File: src/rtl/rfw_pkg.sv
package rfw_pkg;
  localparam int GUARD_BYTES = 8;
  localparam int ALIGN_BITS  = 3;

  typedef enum logic {
    ST_IDLE = 1'b0,
    ST_WAIT = 1'b1
  } rfw_state_e;
endpackage

File: src/rtl/rfw_space_calc.sv
module rfw_space_calc
  import rfw_pkg::*;
#(
  parameter int ADDR_W = 16
) (
  input  logic              clk,
  input  logic              rst,
  input  logic [ADDR_W-1:0] head_i,
  input  logic [ADDR_W-1:0] tail_i,
  input  logic [ADDR_W:0]   size_i,
  output logic [ADDR_W-1:0] head_m_o,
  output logic [ADDR_W:0]   space_now_o,
  output logic [ADDR_W:0]   space_q_o,
  output logic              empty_q_o
);
  localparam int SW = ADDR_W + 2;

  logic [ADDR_W-1:0] wrap_mask;
  logic [ADDR_W-1:0] align_mask;
  logic [ADDR_W-1:0] tail_m;
  logic [SW-1:0]     diff;
  logic [SW-1:0]     wrapped;

  // size_i[ADDR_W-1:0]-1 is all ones when the ring spans the whole address space
  assign wrap_mask  = size_i[ADDR_W-1:0] - ADDR_W'(1);
  assign align_mask = {{(ADDR_W-ALIGN_BITS){1'b1}}, {ALIGN_BITS{1'b0}}};
  assign head_m_o   = head_i & wrap_mask & align_mask;
  assign tail_m     = tail_i & wrap_mask & align_mask;

  always_comb begin
    diff    = {2'b00, head_m_o} - {2'b00, tail_m} - SW'(GUARD_BYTES);
    wrapped = diff[SW-1] ? diff + {1'b0, size_i} : diff;
    space_now_o = wrapped[ADDR_W:0];
  end

  always_ff @(posedge clk) begin
    if (rst) begin
      space_q_o <= '0;
      empty_q_o <= 1'b0;
    end else begin
      space_q_o <= space_now_o;
      empty_q_o <= (head_m_o == tail_m);
    end
  end

  // registered space stays aligned and below size minus guard
  a_r2_space_range : assert property (@(posedge clk) disable iff (rst)
    !$past(rst) |-> (space_q_o[2:0] == 3'b000) &&
                    (space_q_o <= $past(size_i) - (ADDR_W+1)'(GUARD_BYTES)));

  // an empty ring shows the full usable space
  a_r7_empty_space : assert property (@(posedge clk) disable iff (rst)
    empty_q_o |-> (space_q_o == $past(size_i) - (ADDR_W+1)'(GUARD_BYTES)));
endmodule

File: src/rtl/rfw_stall_timer.sv
module rfw_stall_timer #(
  parameter int ADDR_W      = 16,
  parameter int STALL_LIMIT = 10000
) (
  input  logic              clk,
  input  logic              rst,
  input  logic              load_i,
  input  logic              poll_i,
  input  logic [ADDR_W-1:0] head_i,
  output logic              expired_o
);
  localparam int CW = $clog2(STALL_LIMIT + 1);

  logic [CW-1:0]     cnt_q;
  logic [ADDR_W-1:0] last_head_q;
  logic              moved;

  assign moved     = (head_i != last_head_q);
  assign expired_o = poll_i && !moved && (cnt_q == CW'(STALL_LIMIT - 1));

  always_ff @(posedge clk) begin
    if (rst) begin
      cnt_q       <= '0;
      last_head_q <= '0;
    end else if (load_i) begin
      cnt_q       <= '0;
      last_head_q <= head_i;
    end else if (poll_i) begin
      last_head_q <= head_i;
      cnt_q       <= moved ? '0 : cnt_q + CW'(1);
    end
  end

  // the count never runs past the limit
  a_r5_cnt_bound : assert property (@(posedge clk) disable iff (rst)
    cnt_q <= CW'(STALL_LIMIT));

  // a poll that saw a new head leaves an empty window
  a_r6_move_restart : assert property (@(posedge clk) disable iff (rst)
    (poll_i && moved && !load_i) |=> (cnt_q == '0));
endmodule

File: src/rtl/rfw_req_ctrl.sv
module rfw_req_ctrl
  import rfw_pkg::*;
#(
  parameter int ADDR_W = 16
) (
  input  logic            clk,
  input  logic            rst,
  input  logic            req_i,
  input  logic [ADDR_W:0] req_bytes_i,
  input  logic [ADDR_W:0] space_now_i,
  input  logic            expired_i,
  output logic            poll_o,
  output logic            grant_o,
  output logic            timeout_o
);
  rfw_state_e      state_q;
  logic [ADDR_W:0] need_q;
  logic            enough;

  assign enough = (space_now_i >= need_q);
  assign poll_o = (state_q == ST_WAIT) && !req_i && !enough;

  always_ff @(posedge clk) begin
    if (rst) begin
      state_q   <= ST_IDLE;
      need_q    <= '0;
      grant_o   <= 1'b0;
      timeout_o <= 1'b0;
    end else begin
      grant_o   <= 1'b0;
      timeout_o <= 1'b0;
      if (req_i) begin
        state_q <= ST_WAIT;
        need_q  <= req_bytes_i;
      end else if (state_q == ST_WAIT) begin
        if (enough) begin
          grant_o <= 1'b1;
          state_q <= ST_IDLE;
        end else if (expired_i) begin
          timeout_o <= 1'b1;
          state_q   <= ST_IDLE;
        end
      end
    end
  end

  // outcomes are exclusive one-cycle pulses
  a_r9_exclusive : assert property (@(posedge clk) disable iff (rst)
    !(grant_o && timeout_o));
  a_r9_grant_pulse : assert property (@(posedge clk) disable iff (rst)
    grant_o |=> !grant_o);
  a_r9_tmo_pulse : assert property (@(posedge clk) disable iff (rst)
    timeout_o |=> !timeout_o);

  // a request cycle yields no outcome on the next cycle
  a_r8_req_clears : assert property (@(posedge clk) disable iff (rst)
    req_i |=> !grant_o && !timeout_o);
endmodule

File: src/rtl/ring_space_watchdog.sv
module ring_space_watchdog #(
  parameter int ADDR_W      = 16,
  parameter int STALL_LIMIT = 10000
) (
  input  logic              clk,
  input  logic              rst,
  input  logic [ADDR_W-1:0] head_i,
  input  logic [ADDR_W-1:0] tail_i,
  input  logic [ADDR_W:0]   ring_size_i,
  input  logic              req_i,
  input  logic [ADDR_W:0]   req_bytes_i,
  output logic [ADDR_W:0]   space_o,
  output logic              grant_o,
  output logic              timeout_o,
  output logic              empty_o
);
  logic [ADDR_W-1:0] head_m;
  logic [ADDR_W:0]   space_now;
  logic              poll;
  logic              expired;

  rfw_space_calc #(.ADDR_W(ADDR_W)) u_space (
    .clk         (clk),
    .rst         (rst),
    .head_i      (head_i),
    .tail_i      (tail_i),
    .size_i      (ring_size_i),
    .head_m_o    (head_m),
    .space_now_o (space_now),
    .space_q_o   (space_o),
    .empty_q_o   (empty_o)
  );

  rfw_stall_timer #(.ADDR_W(ADDR_W), .STALL_LIMIT(STALL_LIMIT)) u_timer (
    .clk       (clk),
    .rst       (rst),
    .load_i    (req_i),
    .poll_i    (poll),
    .head_i    (head_m),
    .expired_o (expired)
  );

  rfw_req_ctrl #(.ADDR_W(ADDR_W)) u_ctrl (
    .clk         (clk),
    .rst         (rst),
    .req_i       (req_i),
    .req_bytes_i (req_bytes_i),
    .space_now_i (space_now),
    .expired_i   (expired),
    .poll_o      (poll),
    .grant_o     (grant_o),
    .timeout_o   (timeout_o)
  );

  // a timeout follows a poll whose head matched the one before it
  a_r5_stable_head : assert property (@(posedge clk) disable iff (rst)
    timeout_o |-> ($past(head_m, 1) == $past(head_m, 2)));
endmodule

File: config.mk
export PLATFORM = sky130hd
export DESIGN_NAME = ring_space_watchdog
export DESIGN_NICKNAME = d
export VERILOG_FILES = /design/src/rtl/rfw_pkg.sv /design/src/rtl/rfw_space_calc.sv /design/src/rtl/rfw_stall_timer.sv /design/src/rtl/rfw_req_ctrl.sv /design/src/rtl/ring_space_watchdog.sv
export SDC_FILE = /design/constraint.sdc
export NUM_CORES = 1
export LEC_CHECK = 0
export BUFFER_PORTS_ARGS = -buffer_cell sky130_fd_sc_hd__buf_4
export CORE_UTILIZATION = 40
export DETAILED_ROUTE_END_ITERATION = 16
export SETUP_SLACK_MARGIN = 0.5
export SLEW_MARGIN = 5
export SYNTH_ARGS = -nofsm -noshare
export SYNTH_HDL_FRONTEND = slang
export SYNTH_SLANG_ARGS = --single-unit
File: constraint.sdc
create_clock -name clk -period 16.2 [get_ports clk]
set_clock_uncertainty 0.15 [all_clocks]
set_input_delay 0 -clock clk [delete_from_list [all_inputs] [get_ports clk]]
set_output_delay 0 -clock clk [all_outputs]
set_load 0.01 [all_outputs]
== After elaboration in Yosys (flattened, before gate mapping) ==
Cells that the tools add are included.
Storage, ports and cells
  input bits: 69
  output and inout port bits: 20
  bits in registers: 65
  logic and storage cells: 41
Operators by class
  reduce and logical (&&, ||, !) cells: 11
  equal/unequal tests: 3
  $lt $le $gt $ge: 1
  add/sub/neg operators: 5
  mux-type cells: 10
  bitwise logic cells: 3
Operators by type and width (count)
  $and A16 B16 Y16: 2
  $mux W16: 2
  $sub A18 B4 Y18 const B: 1
  $add A17 B17 Y17: 1
  $ge A17 B17 Y1: 1
  $mux W17: 1
  $sub A16 B16 Y17: 1
  $sub A16 B1 Y16 const B: 1
  $add A14 B1 Y14 const B: 1
  $eq A14 B14 Y1 const B: 1
  $mux W14: 1
  $eq A13 B13 Y1: 1
  $ne A13 B13 Y1: 1
  $mux W1: 6
  $logic_and A1 B1 Y1: 4
  $reduce_or A4 Y1: 1
  $logic_not A1 Y1: 3
  $reduce_or A3 Y1: 1
  $reduce_bool A2 Y1: 1
  $reduce_or A2 Y1: 1
  $not A1 Y1: 1

== Longest topological paths before layout ==
Gate-level depths: netlist (run 1).
  word-level depth: 15
  gate-level depth with buffers: 35
  mapped depth without buffers: 31

== Hierarchy ==
Synthesis (run 1) repeated with hierarchy kept, for this count alone.
Unflattened totals
  cells, all modules: 639
  area, all modules: 5260.0 µm²
Modules (own cells, without submodules)
  rfw_space_calc: cells each 321, sequential area each 360.3 µm², times used 1, area an instance 2561.2 µm²
  rfw_stall_timer: cells each 193, sequential area each 600.6 µm², times used 1, area an instance 1560.2 µm²
  rfw_req_ctrl: cells each 125, sequential area each 400.4 µm², times used 1, area an instance 1138.6 µm²

== Worst setup path after synthesis (run 1) ==
OpenSTA, ideal clock, no wires.
  path type: in2reg
  start: input ring_size_i[2]
  end: register u_timer.last_head_q[10]
  arrival: 7057 ps
  buffers on the path: 3
  data required time: 15922 ps
  setup time: 128 ps
  slack: 8866 ps
  cell stages on the path: 31
  cell sequence: or4_1 > buf_2 > or3_1 > a21boi_0 > ha_1 > a211oi_1 > nor2_1 > xor2_1 > or2_2 > nor4_1 > nand2_1 > xnor2_1 > ha_1 > a41oi_1 > o21ai_0 > nand2b_1 > a21oi_1 > xnor2_1 > mux2_2 > ha_1 > a21o_1 > a21o_1 > a21oi_1 > nand3_1 > a311o_1 > nand2_1 > or2_2 > clkbuf_1 > buf_1 > mux2i_1 > nor2_1
On the way
  cells in the longest elaborated chain, start to end: 10
  elaborated cells between the ends (all ways): 13
  those cells by class: add/sub (4); order compare (1); mux (3); bitwise (2); reduce/logical (3)
Ends and longest elaborated chain
  start, declared: line ring_space_watchdog.sv:9  | input logic [ADDR_W:0] ring_size_i,
  $sub A16 B1 Y16 *: line rfw_space_calc.sv:25  | assign wrap_mask = size_i[ADDR_W-1:0] - ADDR_W'(1);
  $and A16 B16 Y16 *: line rfw_space_calc.sv:27  | assign head_m_o = head_i & wrap_mask & align_mask;
  net head_m[5]: line ring_space_watchdog.sv:17  | logic [ADDR_W-1:0] head_m;
  $sub A16 B16 Y17 *: line rfw_space_calc.sv:31  | diff = {2'b00, head_m_o} - {2'b00, tail_m} - SW'(GUARD_BYTES);
  $sub A18 B4 Y18 *: line rfw_space_calc.sv:31
  $add A17 B17 Y17: line rfw_space_calc.sv:32  | wrapped = diff[SW-1] ? diff + {1'b0, size_i} : diff;
  $mux W17 *: line rfw_space_calc.sv:32
  net space_now[14]: line ring_space_watchdog.sv:18  | logic [ADDR_W:0] space_now;
  $ge A17 B17 Y1 *: line rfw_req_ctrl.sv:20  | assign enough = (space_now_i >= need_q);
  $logic_not A1 Y1 *: line rfw_req_ctrl.sv:21  | assign poll_o = (state_q == ST_WAIT) && !req_i && !enough;
  $logic_and A1 B1 Y1 *: line rfw_req_ctrl.sv:21
  $reduce_bool A2 Y1 (no source line) *
  end signal, assigned: line rfw_stall_timer.sv:27  | last_head_q <= head_i;
  end signal, assigned: line rfw_stall_timer.sv:29  | last_head_q <= head_i;
  end, declared: line rfw_stall_timer.sv:15  | logic [ADDR_W-1:0] last_head_q;
Mark *: on every way through the listed nets, which the timed path passes. The rest lies on a longest branch. The select of a mux whose other input is x is not followed.
A chain may end at the register's enable or synchronous reset.

== Worst setup path in the final report (run 1) ==
  start: input ring_size_i[2]
  end: register u_timer.last_head_q[3]
Same word-level chain as after synthesis.

==> flow_metrics.py, run 1 <==
metrics = {
    "clocking": {
        "tritoncts": "yes",
        "root_buffer": "clkbuf_16",
        "clkLatencyLatePin_ps": 340,
        "path_clk_slew_ps": 60,
        "ctsResizeCount": 0,
        "clk_path_buf_depth": 2,
        "cts_buffers": 9,
        "holdBufCountCts": 48,
        "clock-sinks": 65,
        "htree_levels": 3,
        "postCtsSetupRepairBufs": 0,
    },
    "synthesis": {
        "synthTopCellsByArea": "dfxtp_1, ha_1, mux2i_1",
        "postSynthAreaPerCell_sq_um": 8.131,
        "ys_types": 60,
        "synth_top_cell_by_area": "dfxtp_1",
        "ys_async_sr_fraction": 0,
        "post-synth-top-count-cell": "dfxtp_1",
        "syn_nets": 750,
        "synth_common_cells": "dfxtp_1, nor2_1, nand2_1",
        "synth_flop_cell": "dfxtp_1",
        "syn_inst": 634,
        "seq_area_frac_synth": 0.2524,
        "syn_area_sq_um": 5155,
        "synth_seq_cells": 65,
        "yosys.area.top_type_share": 0.2524,
        "synth_warnings": 0,
        "synth_edf_count": 0,
    },
    "sta": {
        "fin_crit_sh": 0.5616,
        "slew_viol_final": 0,
        "slew_headroom": 0.3243,
        "finalHoldViolCount": 0,
        "tightest_slew_ps": 1004,
        "setup-tns-final_ps": 0,
        "hold_ws_ps": 16.63,
        "fmax_ghz": 0.1099,
        "grt_setup_unrepaired": "no",
        "finalSetupViolations": 0,
        "final.min_clock_period_ps": 9098,
    },
    "setup_path": {
        "cp-end-kind": "register",
        "criticalPathCategory": "input port to register",
        "reg2reg_setup_slack_ps": 12660,
        "cp_top_family": "simple AND/OR/NAND/NOR gates",
        "critPathArrivalTime_ps": 9170,
        "rr_endpoint": "u_timer.last_head_q[3]",
        "reg2regPathDepth": 12,
        "reg2reg_from": "u_ctrl.need_q[14]",
        "start_kind": "input port",
        "cpMaxStageDelayCell": "nor4_1",
        "crit_buf_inv": 3,
        "critical-path-max-stage-delay_ps": 770,
        "path_max_fanout": 14,
        "worstPathRequired_ps": 16270,
    },
    "route": {
        "drt_wl_total_um": 13100,
        "drc": 0,
        "wl_met1_um": 6010,
        "vias": 4811,
        "wl_met2_um": 6235,
        "dr_wl_met3_um": 680,
        "drtAntennaViolNets": 0,
        "dr.pass1.iters": 4,
        "routedWlPerCell_um": 14.08,
        "drt_iter0_markers": 189,
        "vias_per_cell": 5.173,
        "dr.max_layer_used": "met4",
    },
    "finish": {
        "area_growth_pct": 29.27,
        "drive_gt1_frac": 0.1623,
        "final_area_sq_um": 6664,
        "multi_input_area_sq_um": 3612,
        "final-seq-area_sq_um": 1301,
        "nets": 870,
        "fillers": 1213,
        "diodes": 0,
    },
    "min_path": {
        "min_from": "head_i[4]",
        "whs_endpoint": "u_timer.last_head_q[4]",
        "whs_path_depth": 4,
        "holdCritPathClass": "input port to register",
    },
    "global_route": {
        "first_global_vias": 4681,
        "grt_antenna_before_repair": 0,
        "grt_use_total": 0.2062,
        "grt_pass1_wl_um": 21530,
        "overflow": 0,
        "grt_start_max_net_pins": 50,
    },
    "die": {
        "ios": 89,
        "start_util": 0.4102,
        "row_count": 41,
        "die_y_um": 115.5,
        "die_width_um": 115.5,
        "core_region_area_sq_um": 12570,
        "die_area_sq_um": 13340,
    },
    "placement": {
        "place_area_sq_um": 5887,
        "portBuffers": 82,
        "place.gp.congestion": 0.8890,
        "hpwl_um": 9636,
    },
    "power": {
        "leakage_nw": 2.972,
        "max-vdd-ir-drop_mv": 0.06401,
        "power_density_nw_per_um2": 109.0,
    },
    "outcome": {
        "run_status": "finished, final reports clean",
    },
    "job": {
        "drv_cap": 0,
    },
}
[worst register-to-register path: cells and delay by family, from the launching register on]
family          cells  cell delay, ps
simple gates        4             850
mux                 1             260
flops               1             330
compound gates      4             900
fa+ha+maj           1             310
buf+inv             2             630
[per-stage QoR]
stage                     worst slack, ps  total power, mW  std cells    util
after floorplan                      8866           0.4292        634       -
after CTS                            7176           0.7330        930  0.5302
after detailed placement             7632           0.5208        867  0.4684
final                                7102           0.7265        930  0.5302
after global routing                 6330           0.7836        930  0.5302
after global placement               7779           0.5145        867  0.4684
[how the worst max path moves through the flow]
stage                        start  slack [ps]                      end  cells past startpoint
floorplan           ring_size_i[2]        8870  u_timer.last_head_q[10]                     31
global placement    ring_size_i[2]        7780        u_timer.cnt_q[11]                     30
finish              ring_size_i[2]        7100   u_timer.last_head_q[3]                     32
detailed placement  ring_size_i[2]        7630         u_timer.cnt_q[3]                     30
CTS                 ring_size_i[2]        7180   u_timer.last_head_q[3]                     32
global route        ring_size_i[2]        6330  u_timer.last_head_q[12]                     32
[where the power goes]
group | internal (mW) | switching [mW] | total (mW)
sequential | 0.180 | 0.00775 | 0.188
combinational | 0.163 | 0.179 | 0.342
clock | 0.126 | 0.0710 | 0.197
total | 0.469 | 0.258 | 0.726
[cell type report]
| class | count | share of cell area |
|---|---|---|
| clock buffers | 12 | 0.03849 |
| clock inverters | 3 | 0.006008 |
| inverters | 32 | 0.01802 |
| multi-input cells | 513 | 0.5421 |
| flip-flops and latches | 65 | 0.1953 |
| well taps | 172 | 0.03229 |
| repair buffers | 133 | 0.1679 |
[layout by cell type (no fill, tap or decap), drive strengths merged, types with 12 or more instances in the layout]
master | synthesis | final
mux2i | 34 | 34
ha | 45 | 45
nor3 | 13 | 13
nand3 | 29 | 29
nand2 | 54 | 54
xor2 | 22 | 22
dlygate4sd3 | 0 | 48
xnor2 | 27 | 27
dfxtp | 65 | 65
clkbuf | 18 | 12
buf | 6 | 85
a21oi | 29 | 29
nor2b | 20 | 20
a21o | 12 | 12
nor2 | 59 | 59
o21ai | 24 | 24
inv | 32 | 32
[registers in the layout, summed over array words and instances, names as in the netlist]
| register | count |
|---|---|
| u_ctrl.need_q | 17 |
| u_space.space_q_o | 17 |
| u_timer.cnt_q | 14 |
| u_timer.last_head_q | 13 |
| u_ctrl.grant_o | 1 |
| u_ctrl.state_q | 1 |
| u_ctrl.timeout_o | 1 |
| u_space.empty_q_o | 1 |
[metal layers]
metal / vias up / GRT usage
met3: 13 / 0.05544
met4: 0 / 0.06061
met5: - / 0
li1: 2490 / -
met1: 2202 / 0.2523
met2: 106 / 0.3533
[cell families (layout without fill, tap and decap cells)]
logic type | after synthesis | count (layout) | share of synthesized area
simple gates | 251 | 251 | 0.2519
compound gates | 124 | 124 | 0.1626
flops | 65 | 65 | 0.2524
buf+inv | 56 | 180 | 0.04684
xor+xnor | 49 | 49 | 0.08325
fa+ha+maj | 47 | 47 | 0.1170
mux | 42 | 42 | 0.08592
No activity file was read; power rests on OpenSTA's default activity.
==> inputs of run 2 (changes only) <==
clock period = 7.55 ns   (was 16.2 ns; I/O delays follow)
==> run 2 against run 1 <==
Effect of this change: count of clock-buffer cells in the layout fell by 1; die area did not move; power rose by 130%; hold slack improved by 5.9 ps; flip-flop and latch count did not move; combinational power rose by 140%; first-iteration DRC count fell by 2.1%; cell area rose by 6.9%; sequential power rose by 110%; cell count rose by 3.4%; largest cell class unchanged; highest routed layer unchanged.
==> flow_metrics.py, run 2 (synthesized netlist as in run 1, its figures left out) <==
metrics = {
    "outcome": {
        "run_status": "finished, final reports clean",
    },
    "power": {
        "power_density_nw_per_um2": 232.6,
        "leakage_nw": 3.160,
        "max-vdd-ir-drop_mv": 0.1343,
        "power_mw": 1.657,
    },
    "route": {
        "drt_wl_total_um": 13830,
        "vias": 5032,
        "drt_iter0_markers": 185,
        "dr.pass1.iters": 4,
        "vias_per_cell": 5.231,
        "drc": 0,
        "drtAntennaViolNets": 0,
        "routedWlPerCell_um": 14.38,
    },
    "clocking": {
        "tritoncts": "yes",
        "path_clk_slew_ps": 60,
        "cts_buffers": 9,
        "clkLatencyLatePin_ps": 340,
        "htree_levels": 3,
        "clk_path_buf_depth": 2,
        "clock-sinks": 65,
        "root_buffer": "clkbuf_16",
    },
    "sta": {
        "final.min_clock_period_ps": 6797,
        "finalSetupViolations": 0,
        "setup-tns-final_ps": 0,
        "hold_ws_ps": 22.55,
        "finalHoldViolCount": 0,
        "grt_setup_unrepaired": "no",
        "tightest_slew_ps": 549.4,
        "fmax_ghz": 0.1471,
        "slew_headroom": 0.6338,
        "slew_viol_final": 0,
        "fin_crit_sh": 0.9003,
    },
    "min_path": {
        "min_from": "head_i[4]",
        "holdCritPathClass": "input port to register",
    },
    "setup_path": {
        "start_kind": "input port",
        "criticalPathCategory": "input port to register",
        "startpoint": "ring_size_i[1]",
        "path_max_fanout": 8,
        "cp-end-kind": "register",
        "cpMostUsedCell": "nand3_1",
        "worstPathRequired_ps": 7660,
        "cpMaxStageDelayCell": "or4b_4",
        "critical-path-max-stage-delay_ps": 630,
        "critPathArrivalTime_ps": 6910,
        "reg2reg_from": "u_ctrl.need_q[14]",
    },
    "global_route": {
        "overflow": 0,
        "grt_antenna_before_repair": 0,
        "grt_start_max_net_pins": 50,
        "grt_pass1_wl_um": 22490,
        "first_global_vias": 4820,
        "grt_use_total": 0.2152,
    },
    "die": {
        "core_region_area_sq_um": 12570,
        "die_y_um": 115.5,
        "row_count": 41,
        "start_util": 0.4102,
        "ios": 89,
        "die_area_sq_um": 13340,
        "die_width_um": 115.5,
    },
    "placement": {
        "place_area_sq_um": 6096,
        "placed_cells": 894,
        "portBuffers": 82,
        "place.gp.congestion": 0.8745,
        "hpwl_um": 10100,
    },
    "finish": {
        "nets": 901,
        "fillers": 1172,
        "mostFrequentLayoutCell": "buf_4",
        "diodes": 0,
        "reg_top3": "u_ctrl.need_q x17, u_space.space_q_o x17, u_timer.cnt_q x14",
        "layout_common_cells": "buf_4, dfxtp_1, nor2_1",
        "area_growth_pct": 38.18,
        "layoutNonFillerInstCount": 962,
        "drive_gt1_frac": 0.2468,
        "final_area_sq_um": 7123,
    },
    "job": {
        "drv_cap": 0,
    },
}
run 2: changes by cell type in the layout (fill, tap and decap cells not counted), moves of 3 or more:
cell           delta
a21boi_0          -4
a21boi_2          +3
a21oi_1           -3
a21oi_2           +3
buf_4            +31
dlygate4sd3_1     -3
ha_1              -5
ha_2              +3
o21ai_0           -4
o21ai_2           +3
or4_1             -3
or4_4             +3
xnor2_1           -3
xnor2_2           +3
run 2: worst paths after layout:
path                                  to  slack (ps)  cells after the start
setup / recovery       u_timer.cnt_q[11]         750                     32
hold / removal    u_timer.last_head_q[4]          20                      4
setup reg to reg       u_timer.cnt_q[11]        4740                     13
hold reg to reg        u_timer.cnt_q[13]         340                      2
run 2: layout make-up:
class	instances	area [sq um]	share of cell area
multi-input combinational	513	3816	0.5357
timing repair buffer	164	1373	0.1927
sequential	65	1301	0.1827
clock buffer	11	242.7	0.03408
tap	172	215.2	0.03021
inverter	32	120.1	0.01686
clock inverter	5	55.05	0.007729
run 2: where the power goes:
part	internal [mW]	total, mW	switching (mW)
combinational	0.413	0.830	0.417
clock	0.263	0.424	0.161
sequential	0.386	0.403	0.0169
total	1.06	1.66	0.595
run 2: through the flow:
step	setup WS [ps]	utilization
floorplan	524.7	-
CTS	503.2	0.5461
global placement	114.3	0.4850
finish	752.6	0.5668
global route	372.7	0.5668
detailed placement	-145.4	0.4850
run 2: what timing repair did:
action                                  CTS  global route
hold buffers                             45             0
setup buffers                             0             7
endpoints found under the setup margin   28            29
resized for setup                         8            43
hold endpoints to repair                 41             0
pin swaps                                 0            12
run 2: layer usage:
| metal | part of all wire | vias up | global-route usage |
|---|---|---|---|
| met5 | 0 | - | 0 |
| met2 | 0.49 | 104 | 0.3768 |
| met4 | 0.018 | 0 | 0.07532 |
| li1 | - | 2559 | - |
| met3 | 0.045 | 20 | 0.04655 |
| met1 | 0.45 | 2349 | 0.2592 |
run 2: critical path, delay by kind of cell:
family / cells / cell delay, ps
AOI/OAI and AO/OA: 8 / 1610
xor gates and xnor gates: 3 / 590
adders and majority gates: 3 / 920
buffers and inverters: 3 / 420
and+or+nand+nor: 15 / 3350
